===== src/rtl/spi_slv_pkg.sv =====
package spi_slv_pkg;
  // register addresses
  localparam logic [1:0] A_DATA = 2'd0;
  localparam logic [1:0] A_STAT = 2'd1;
  localparam logic [1:0] A_CTRL = 2'd2;
  localparam logic [1:0] A_FMT  = 2'd3;
  // status bit positions
  localparam int ST_DONE = 0;
  localparam int ST_OVR  = 1;
  localparam int ST_ABT  = 2;
  localparam int ST_FLT  = 3;
  localparam int ST_BUSY = 4;
  localparam int ST_W    = 5;
  // control bit positions
  localparam int CT_EN   = 0;
  localparam int CT_MST  = 1;
  localparam int CT_SSIN = 2;
  localparam int CT_CPOL = 3;
  localparam int CT_CPHA = 4;
  localparam int CT_IE   = 5;
  localparam int CT_W    = 6;

  typedef struct packed {
    logic cpol;
    logic cpha;
  } clk_mode_t;
endpackage


===== src/rtl/spi_sync.sv =====
module spi_sync #(
  parameter int W = 3,
  parameter int STAGES = 2,
  parameter logic [W-1:0] RST_VAL = '0
) (
  input  logic         clk,
  input  logic         rst_n,
  input  logic [W-1:0] d_i,
  output logic [W-1:0] q_o
);
  logic [STAGES-1:0][W-1:0] pipe;

  always_ff @(posedge clk or negedge rst_n) begin
    if (!rst_n) begin
      pipe <= {STAGES{RST_VAL}};
    end else begin
      pipe[0] <= d_i;
      for (int i = 1; i < STAGES; i++) pipe[i] <= pipe[i-1];
    end
  end

  assign q_o = pipe[STAGES-1];
endmodule


===== src/rtl/spi_slv_shift.sv =====
module spi_slv_shift
  import spi_slv_pkg::*;
#(
  parameter int DW = 8,
  parameter int LENW = 3
) (
  input  logic            clk,
  input  logic            rst_n,
  input  logic            active_i,
  input  clk_mode_t       mode_i,
  input  logic [LENW-1:0] len_code_i,
  input  logic [DW-1:0]   tx_data_i,
  input  logic            sck_s_i,
  input  logic            ss_n_s_i,
  input  logic            mosi_s_i,
  output logic            miso_o,
  output logic            miso_oe_o,
  output logic            busy_o,
  output logic            done_o,
  output logic            abort_o,
  output logic [DW-1:0]   rx_o,
  output logic [LENW-1:0] cnt_o,
  output logic [LENW:0]   nbits_o
);
  localparam logic [LENW:0] FULL = (LENW+1)'(DW);
  localparam logic [DW-1:0] ONE  = DW'(1);

  logic            sck_q, ss_q, fresh_q;
  logic [DW-1:0]   tx_sh, rx_sh;
  logic [LENW-1:0] cnt_q;

  logic [LENW:0]   nbits;
  logic [DW-1:0]   mask, aligned, rx_next;
  logic            last, sel, ss_fall, lead, trail, smp, shf, sck_a, sck_b;

  always_comb begin
    nbits   = (len_code_i == '0) ? FULL : {1'b0, len_code_i};
    mask    = (ONE << nbits) - ONE;
    aligned = tx_data_i << (FULL - nbits);
    last    = ({1'b0, cnt_q} == (nbits - 1'b1));
    rx_next = {rx_sh[DW-2:0], mosi_s_i};
  end

  // edge classification relative to the idle level
  assign sck_a   = sck_s_i ^ mode_i.cpol;
  assign sck_b   = sck_q ^ mode_i.cpol;
  assign lead    = sck_a & ~sck_b;
  assign trail   = ~sck_a & sck_b;
  assign sel     = active_i & ~ss_n_s_i;
  assign ss_fall = sel & ss_q;
  assign smp     = sel & ~ss_fall & (mode_i.cpha ? trail : lead);
  assign shf     = sel & ~ss_fall & (mode_i.cpha ? lead : trail);

  always_ff @(posedge clk or negedge rst_n) begin
    if (!rst_n) begin
      sck_q   <= 1'b0;
      ss_q    <= 1'b1;
      fresh_q <= 1'b0;
      tx_sh   <= '0;
      rx_sh   <= '0;
      cnt_q   <= '0;
    end else begin
      sck_q <= sck_s_i;
      ss_q  <= ss_n_s_i;
      if (!sel) begin
        cnt_q <= '0;
      end else if (ss_fall) begin
        tx_sh   <= aligned;
        fresh_q <= mode_i.cpha;
        cnt_q   <= '0;
      end else if (smp) begin
        rx_sh <= rx_next;
        if (last) begin
          cnt_q   <= '0;
          tx_sh   <= aligned;
          fresh_q <= 1'b1;
        end else begin
          cnt_q <= cnt_q + 1'b1;
        end
      end else if (shf) begin
        if (fresh_q) fresh_q <= 1'b0;
        else tx_sh <= {tx_sh[DW-2:0], 1'b0};
      end
    end
  end

  assign miso_o    = tx_sh[DW-1];
  assign miso_oe_o = sel;
  assign busy_o    = sel;
  assign done_o    = smp & last;
  assign abort_o   = active_i & ss_n_s_i & ~ss_q & (cnt_q != '0);
  assign rx_o      = rx_next & mask;
  assign cnt_o     = cnt_q;
  assign nbits_o   = nbits;
endmodule


===== src/rtl/spi_slv_regs.sv =====
module spi_slv_regs
  import spi_slv_pkg::*;
#(
  parameter int DW = 8,
  parameter int LENW = 3
) (
  input  logic            clk,
  input  logic            rst_n,
  input  logic            wr_i,
  input  logic [1:0]      addr_i,
  input  logic [DW-1:0]   wdata_i,
  output logic [DW-1:0]   rdata_o,
  input  logic            ev_done_i,
  input  logic            ev_abort_i,
  input  logic [DW-1:0]   ev_rx_i,
  input  logic            busy_i,
  input  logic            ss_n_s_i,
  output logic [DW-1:0]   tx_data_o,
  output logic            slave_o,
  output clk_mode_t       mode_o,
  output logic [LENW-1:0] len_code_o,
  output logic [CT_W-1:0] ctrl_o,
  output logic [ST_W-1:0] stat_o,
  output logic            irq_o
);
  logic [CT_W-1:0] ctrl_q;
  logic [LENW-1:0] fmt_q;
  logic [DW-1:0]   tx_q, rx_q;
  logic            done_q, ovr_q, abt_q, flt_q;
  logic            w_data, w_stat, fault_ev, clr_done, clr_ovr, clr_abt, clr_flt;

  assign w_data   = wr_i & (addr_i == A_DATA);
  assign w_stat   = wr_i & (addr_i == A_STAT);
  assign fault_ev = ctrl_q[CT_EN] & ctrl_q[CT_MST] & ~ss_n_s_i;
  assign clr_done = w_stat & wdata_i[ST_DONE];
  assign clr_ovr  = w_stat & wdata_i[ST_OVR];
  assign clr_abt  = w_stat & wdata_i[ST_ABT];
  assign clr_flt  = w_stat & wdata_i[ST_FLT];

  always_ff @(posedge clk or negedge rst_n) begin
    if (!rst_n) begin
      ctrl_q <= '0;
      fmt_q  <= '0;
      tx_q   <= '0;
      rx_q   <= '0;
      done_q <= 1'b0;
      ovr_q  <= 1'b0;
      abt_q  <= 1'b0;
      flt_q  <= 1'b0;
    end else begin
      if (wr_i && addr_i == A_CTRL) ctrl_q <= wdata_i[CT_W-1:0];
      if (wr_i && addr_i == A_FMT)  fmt_q  <= wdata_i[LENW-1:0];
      if (w_data && !busy_i) tx_q <= wdata_i;
      if (ev_done_i) rx_q <= ev_rx_i;
      // event beats clear
      if (ev_done_i || ev_abort_i) done_q <= 1'b1;
      else if (clr_done)           done_q <= 1'b0;
      if (w_data && busy_i)        ovr_q  <= 1'b1;
      else if (clr_ovr)            ovr_q  <= 1'b0;
      if (ev_abort_i)              abt_q  <= 1'b1;
      else if (clr_abt)            abt_q  <= 1'b0;
      if (fault_ev)                flt_q  <= 1'b1;
      else if (clr_flt)            flt_q  <= 1'b0;
    end
  end

  always_comb begin
    stat_o          = '0;
    stat_o[ST_DONE] = done_q;
    stat_o[ST_OVR]  = ovr_q;
    stat_o[ST_ABT]  = abt_q;
    stat_o[ST_FLT]  = flt_q;
    stat_o[ST_BUSY] = busy_i;
    rdata_o = '0;
    case (addr_i)
      A_DATA:  rdata_o = rx_q;
      A_STAT:  rdata_o[ST_W-1:0] = stat_o;
      A_CTRL:  rdata_o[CT_W-1:0] = ctrl_q;
      default: rdata_o[LENW-1:0] = fmt_q;
    endcase
  end

  assign tx_data_o   = tx_q;
  assign slave_o     = ctrl_q[CT_EN] & ~ctrl_q[CT_MST] & ctrl_q[CT_SSIN];
  assign mode_o.cpol = ctrl_q[CT_CPOL];
  assign mode_o.cpha = ctrl_q[CT_CPHA];
  assign len_code_o  = fmt_q;
  assign ctrl_o      = ctrl_q;
  assign irq_o       = done_q & ctrl_q[CT_IE];
endmodule


===== src/rtl/spi_slave_eng.sv =====
module spi_slave_eng
  import spi_slv_pkg::*;
#(
  parameter int DW = 8,
  parameter int SYNC_STAGES = 2
) (
  input  logic          clk,
  input  logic          rst_n,
  input  logic          reg_wr_i,
  input  logic [1:0]    reg_addr_i,
  input  logic [DW-1:0] reg_wdata_i,
  output logic [DW-1:0] reg_rdata_o,
  input  logic          sck_i,
  input  logic          ss_n_i,
  input  logic          mosi_i,
  output logic          miso_o,
  output logic          miso_oe_o,
  output logic          irq_o
);
  localparam int LENW = $clog2(DW);

  logic [2:0]      pins_s;
  logic            sck_s, ss_n_s, mosi_s;
  logic            slave_mode, busy, ev_done, ev_abort;
  clk_mode_t       mode;
  logic [LENW-1:0] len_code, cnt;
  logic [LENW:0]   nbits;
  logic [DW-1:0]   tx_data, rx_char;
  logic [CT_W-1:0] ctrl;
  logic [ST_W-1:0] stat;

  spi_sync #(.W(3), .STAGES(SYNC_STAGES), .RST_VAL(3'b010)) u_sync (
    .clk(clk), .rst_n(rst_n),
    .d_i({sck_i, ss_n_i, mosi_i}),
    .q_o(pins_s)
  );
  assign {sck_s, ss_n_s, mosi_s} = pins_s;

  spi_slv_regs #(.DW(DW), .LENW(LENW)) u_regs (
    .clk(clk), .rst_n(rst_n),
    .wr_i(reg_wr_i), .addr_i(reg_addr_i), .wdata_i(reg_wdata_i), .rdata_o(reg_rdata_o),
    .ev_done_i(ev_done), .ev_abort_i(ev_abort), .ev_rx_i(rx_char),
    .busy_i(busy), .ss_n_s_i(ss_n_s),
    .tx_data_o(tx_data), .slave_o(slave_mode), .mode_o(mode), .len_code_o(len_code),
    .ctrl_o(ctrl), .stat_o(stat), .irq_o(irq_o)
  );

  spi_slv_shift #(.DW(DW), .LENW(LENW)) u_shift (
    .clk(clk), .rst_n(rst_n),
    .active_i(slave_mode), .mode_i(mode), .len_code_i(len_code), .tx_data_i(tx_data),
    .sck_s_i(sck_s), .ss_n_s_i(ss_n_s), .mosi_s_i(mosi_s),
    .miso_o(miso_o), .miso_oe_o(miso_oe_o), .busy_o(busy),
    .done_o(ev_done), .abort_o(ev_abort), .rx_o(rx_char),
    .cnt_o(cnt), .nbits_o(nbits)
  );
endmodule



===== config.mk =====
export PLATFORM = sky130hd
export DESIGN_NAME = spi_slave_eng
export DESIGN_NICKNAME = d
export VERILOG_FILES = /design/src/rtl/spi_slv_pkg.sv /design/src/rtl/spi_sync.sv /design/src/rtl/spi_slv_shift.sv /design/src/rtl/spi_slv_regs.sv /design/src/rtl/spi_slave_eng.sv
export SDC_FILE = /design/constraint.sdc
export NUM_CORES = 1
export LEC_CHECK = 0
export BUFFER_PORTS_ARGS = -buffer_cell sky130_fd_sc_hd__buf_2
export CORE_UTILIZATION = 64
export DETAILED_ROUTE_END_ITERATION = 8
export HOLD_SLACK_MARGIN = 0.03
export PLACE_DENSITY = 0.95
export SYNTH_ARGS = -nofsm -noshare
export SYNTH_HDL_FRONTEND = slang
export SYNTH_SLANG_ARGS = --single-unit

===== constraint.sdc =====
create_clock -name clk -period 5.8 [get_ports clk]
set_input_delay 0.58 -clock clk [delete_from_list [all_inputs] [get_ports clk]]
set_output_delay 0.58 -clock clk [all_outputs]
set_load 0.005 [all_outputs]

==> impl_metrics.env <==
export IMPL_die_x_um=70.4
export IMPL_postCtsHoldBufs=0
export IMPL_syn_nets=300
export IMPL_fin_tns_setup_ns=0
export IMPL_synth_distinct_cells=45
export IMPL_worstSetupEndpointType="flop"
export IMPL_dieArea_sq_um=4960
export IMPL_multiInputGateArea_sq_um=1460
export IMPL_io_buffers=26
export IMPL_drive_above_1_share_pct=25.7
export IMPL_synth_cell_area_sq_um=3000
export IMPL_setup_worst_path_start="u_regs.len_code_o[0]"
export IMPL_start_kind="flop"
export IMPL_grt_start_max_net_pins=57
export IMPL_syn_avg_cell_area_sq_um=10.9
export IMPL_areaGrowthSynthToFinish_pct=7.93
export IMPL_routed_wl_um=6240
export IMPL_fin_crit_ns=2.80
export IMPL_leakage_nw=1.54
export IMPL_synth_ff_latch_count=56
export IMPL_period_share_pct=48.3
export IMPL_rsz0062_at_grt="false"
export IMPL_hold_path_class="in2reg"
export IMPL_hpwl_um=4510
export IMPL_slowest_stage="ha_1"
export IMPL_n_antenna_cell=0
export IMPL_synthCells=275
export IMPL_max_freq_mhz=357
export IMPL_clk_pin_slew_worst_paths_ns=0.09
export IMPL_ios=27
export IMPL_tightestPinTransition_ns=0.673
export IMPL_drv_cap=0
export IMPL_nNetsFinal=324
export IMPL_reg2reg_from="u_regs.len_code_o[0]"
export IMPL_drt_iter0_drc=178
export IMPL_cp_num_buf_inv=1
export IMPL_final_max_slew_viol_count=0
export IMPL_fin_skew_ns=0.00802
export IMPL_synth_warnings=0
export IMPL_num_fill_cells=293
export IMPL_path_delay_family="adder cells"
export IMPL_grtUsageTotal_pct=27.6
export IMPL_core_sq_um=4410
export IMPL_die_h_um=70.4
export IMPL_hold_viol=0
export IMPL_worstPathRequired_ns=6.00
export IMPL_path_class="reg2reg"
export IMPL_wl_per_cell_um=17.7
export IMPL_post_cts_buffers=0
export IMPL_route_vias_total=2206
export IMPL_status="complete, no violations"
export IMPL_cts_tree="done"
export IMPL_post_route_util_pct=73.3
export IMPL_start_util_pct=67.9
export IMPL_grt_antenna_before_repair=0
export IMPL_ant_nets=0
export IMPL_ctsResizeCount=0
export IMPL_critPathMaxFanout=12
export IMPL_cp_arrival_ns=3.01
export IMPL_firstDrtPassIters=4
export IMPL_synth_seq_area_share_pct=46.9
export IMPL_setup_viol=0
export IMPL_grt_pass1_wl_um=10500
export IMPL_clk_insertion_delay_late_ns=0.31
export IMPL_cts_htree_levels=2
export IMPL_num_rows=24
export IMPL_via_per_inst=6.27
export IMPL_hold_start="ss_n_i"
export IMPL_clock_sinks=56
export IMPL_crit_chain="inv_1 > ha_1 > xnor2_1 > nor3_1 > o21ai_2 > a31o_2 > nor2_8 > mux2_2"
export IMPL_grt_pass1_vias=2193
export IMPL_power_density_nw_per_um2=282
export IMPL_grt_ovfl_total=0
export IMPL_drc=0
export IMPL_clock_path_buffers=2
export IMPL_ff_latch_area_sq_um=1410
export IMPL_max_stage_delay_ns=0.64
export IMPL_place_congestion=0.845
export IMPL_cts_buffers=5
export IMPL_root_buffer="clkbuf_8"
export IMPL_vdd_ir_drop_worst_v=0.000225
export IMPL_max_slew_margin_pct=55.1
==> Yosys cell counts <==
cell type	n	area, sq um
o311ai_0	1	8.76
a31o_2	1	8.76
inv_1	20	75.1
nor3b_2	1	12.5
a31oi_1	2	12.5
nor4_4	1	21.3
dfrtp_1	53	1330
nor4_1	2	12.5
and3_1	2	12.5
nand2_2	1	6.26
clkbuf_1	3	11.3
nor2_1	8	30.0
dfstp_2	3	78.8
and2_1	3	18.8
nand3_1	8	40.0
and2_4	1	8.76
mux2_1	1	11.3
nor3_4	1	16.3
o41ai_1	1	8.76
or2_2	2	12.5
buf_2	2	10.0
nor2b_1	3	18.8
nand2b_1	6	37.5
xnor2_1	3	26.3
a21oi_1	8	40.0
nor2_8	1	20.0
a2111oi_0	1	8.76
o21ai_2	2	17.5
xor2_1	2	17.5
buf_4	1	7.51
a211oi_1	1	7.51
buf_6	2	22.5
o31ai_1	2	15.0
mux4_1	1	26.3
o21ai_0	26	130
mux2i_1	17	170
nor3_1	5	25.0
buf_1	2	7.51
mux2_2	25	282
a21boi_0	1	7.51
or2b_1	1	7.51
ha_1	9	113
mux4_2	4	90.1
nand3b_1	7	52.6
nand2_1	28	105
==> path summary, 6_finish.rpt <==
kind / end / slack [ns] / cells past startpoint
min in group asynchronous: u_shift.tx_sh[6] / 0.38 / 2
setup / recovery: u_shift.tx_sh[1] / 3.00 / 8
hold / removal: u_sync.pipe[1] / 0.36 / 1
hold reg to reg: u_sync.q_o[2] / 0.36 / 0
max in group asynchronous: u_sync.pipe[0] / 4.97 / 2
setup reg to reg: u_shift.tx_sh[1] / 3.00 / 8
==> per-layer routing <==
metal	share of wire, %	wire length [um]	up-vias	global-route usage (%)
met1	42	2610	1083	35.5
met2	50	3140	97	46.3
met3	6.2	385	12	6.64
met4	1.7	109	0	8.44
met5	0	0	-	0
li1	-	-	1014	-
==> per-stage QoR <==
stage	hold WS (ns)	std cells	worst slack, ns	instance area (sq um)	total power, mW
2_1_floorplan	0.284	275	3.32	3000	0.630
3_3_place_gp	0.332	344	3.18	3140	0.683
3_5_place_dp	0.338	344	3.03	3140	0.695
4_1_cts	0.357	352	2.99	3240	0.915
5_1_grt	0.351	352	2.77	3240	0.955
6_report	0.356	352	3.00	3240	0.914
==> placed cells by master (no fill, tap or decap), types with 4 or more instances in the layout <==
cell type	instances
clkbuf_8	6
nand3_1	8
buf_2	26
mux2_2	25
o21ai_0	26
nand2b_1	6
ha_1	9
nor3_1	5
nand2_1	28
nor2_1	8
dfrtp_1	53
a21oi_1	8
mux2i_1	17
mux4_2	4
inv_1	20
nand3b_1	7
==> flip-flops by register name (all words and copies together) (netlist names) <==
register	cells
u_regs.abt_q	1
u_regs.ctrl_o	6
u_regs.done_q	1
u_regs.flt_q	1
u_regs.len_code_o	3
u_regs.ovr_q	1
u_regs.rx_q	8
u_regs.tx_data_o	8
u_shift.cnt_o	3
u_shift.fresh_q	1
u_shift.rx_sh	7
u_shift.sck_q	1
u_shift.ss_q	1
u_shift.tx_sh	8
u_sync.pipe	3
u_sync.q_o	3
==> area by class of cell <==
cell class / instances / share of cell area [%]
multi-input combinational: 189 / 45.1
sequential: 56 / 43.4
timing repair buffer: 27 / 4.25
clock buffer: 7 / 2.67
inverter: 20 / 2.32
tap: 52 / 2.01
clock inverter: 1 / 0.232
==> logic make-up after synthesis <==
family                   share of synthesized area (%)
AND/OR/NAND/NOR                                   15.3
multiplexers                                      19.3
flip-flops                                        46.9
AO/OA/AOI/OAI                                     8.85
buffers and inverters                             4.47
XOR/XNOR                                          1.46
adder cells (fa/ha/maj)                           3.76
==> power breakdown <==
group / switching (mW) / leakage, nW / internal, mW / total, mW
Combinational: 0.126 / 0.782 / 0.106 / 0.232
Sequential: 0.0398 / 0.717 / 0.423 / 0.463
Clock: 0.121 / 0.0445 / 0.0972 / 0.219
Total: 0.287 / 1.54 / 0.626 / 0.914
Power figures use the tool's default switching activity.
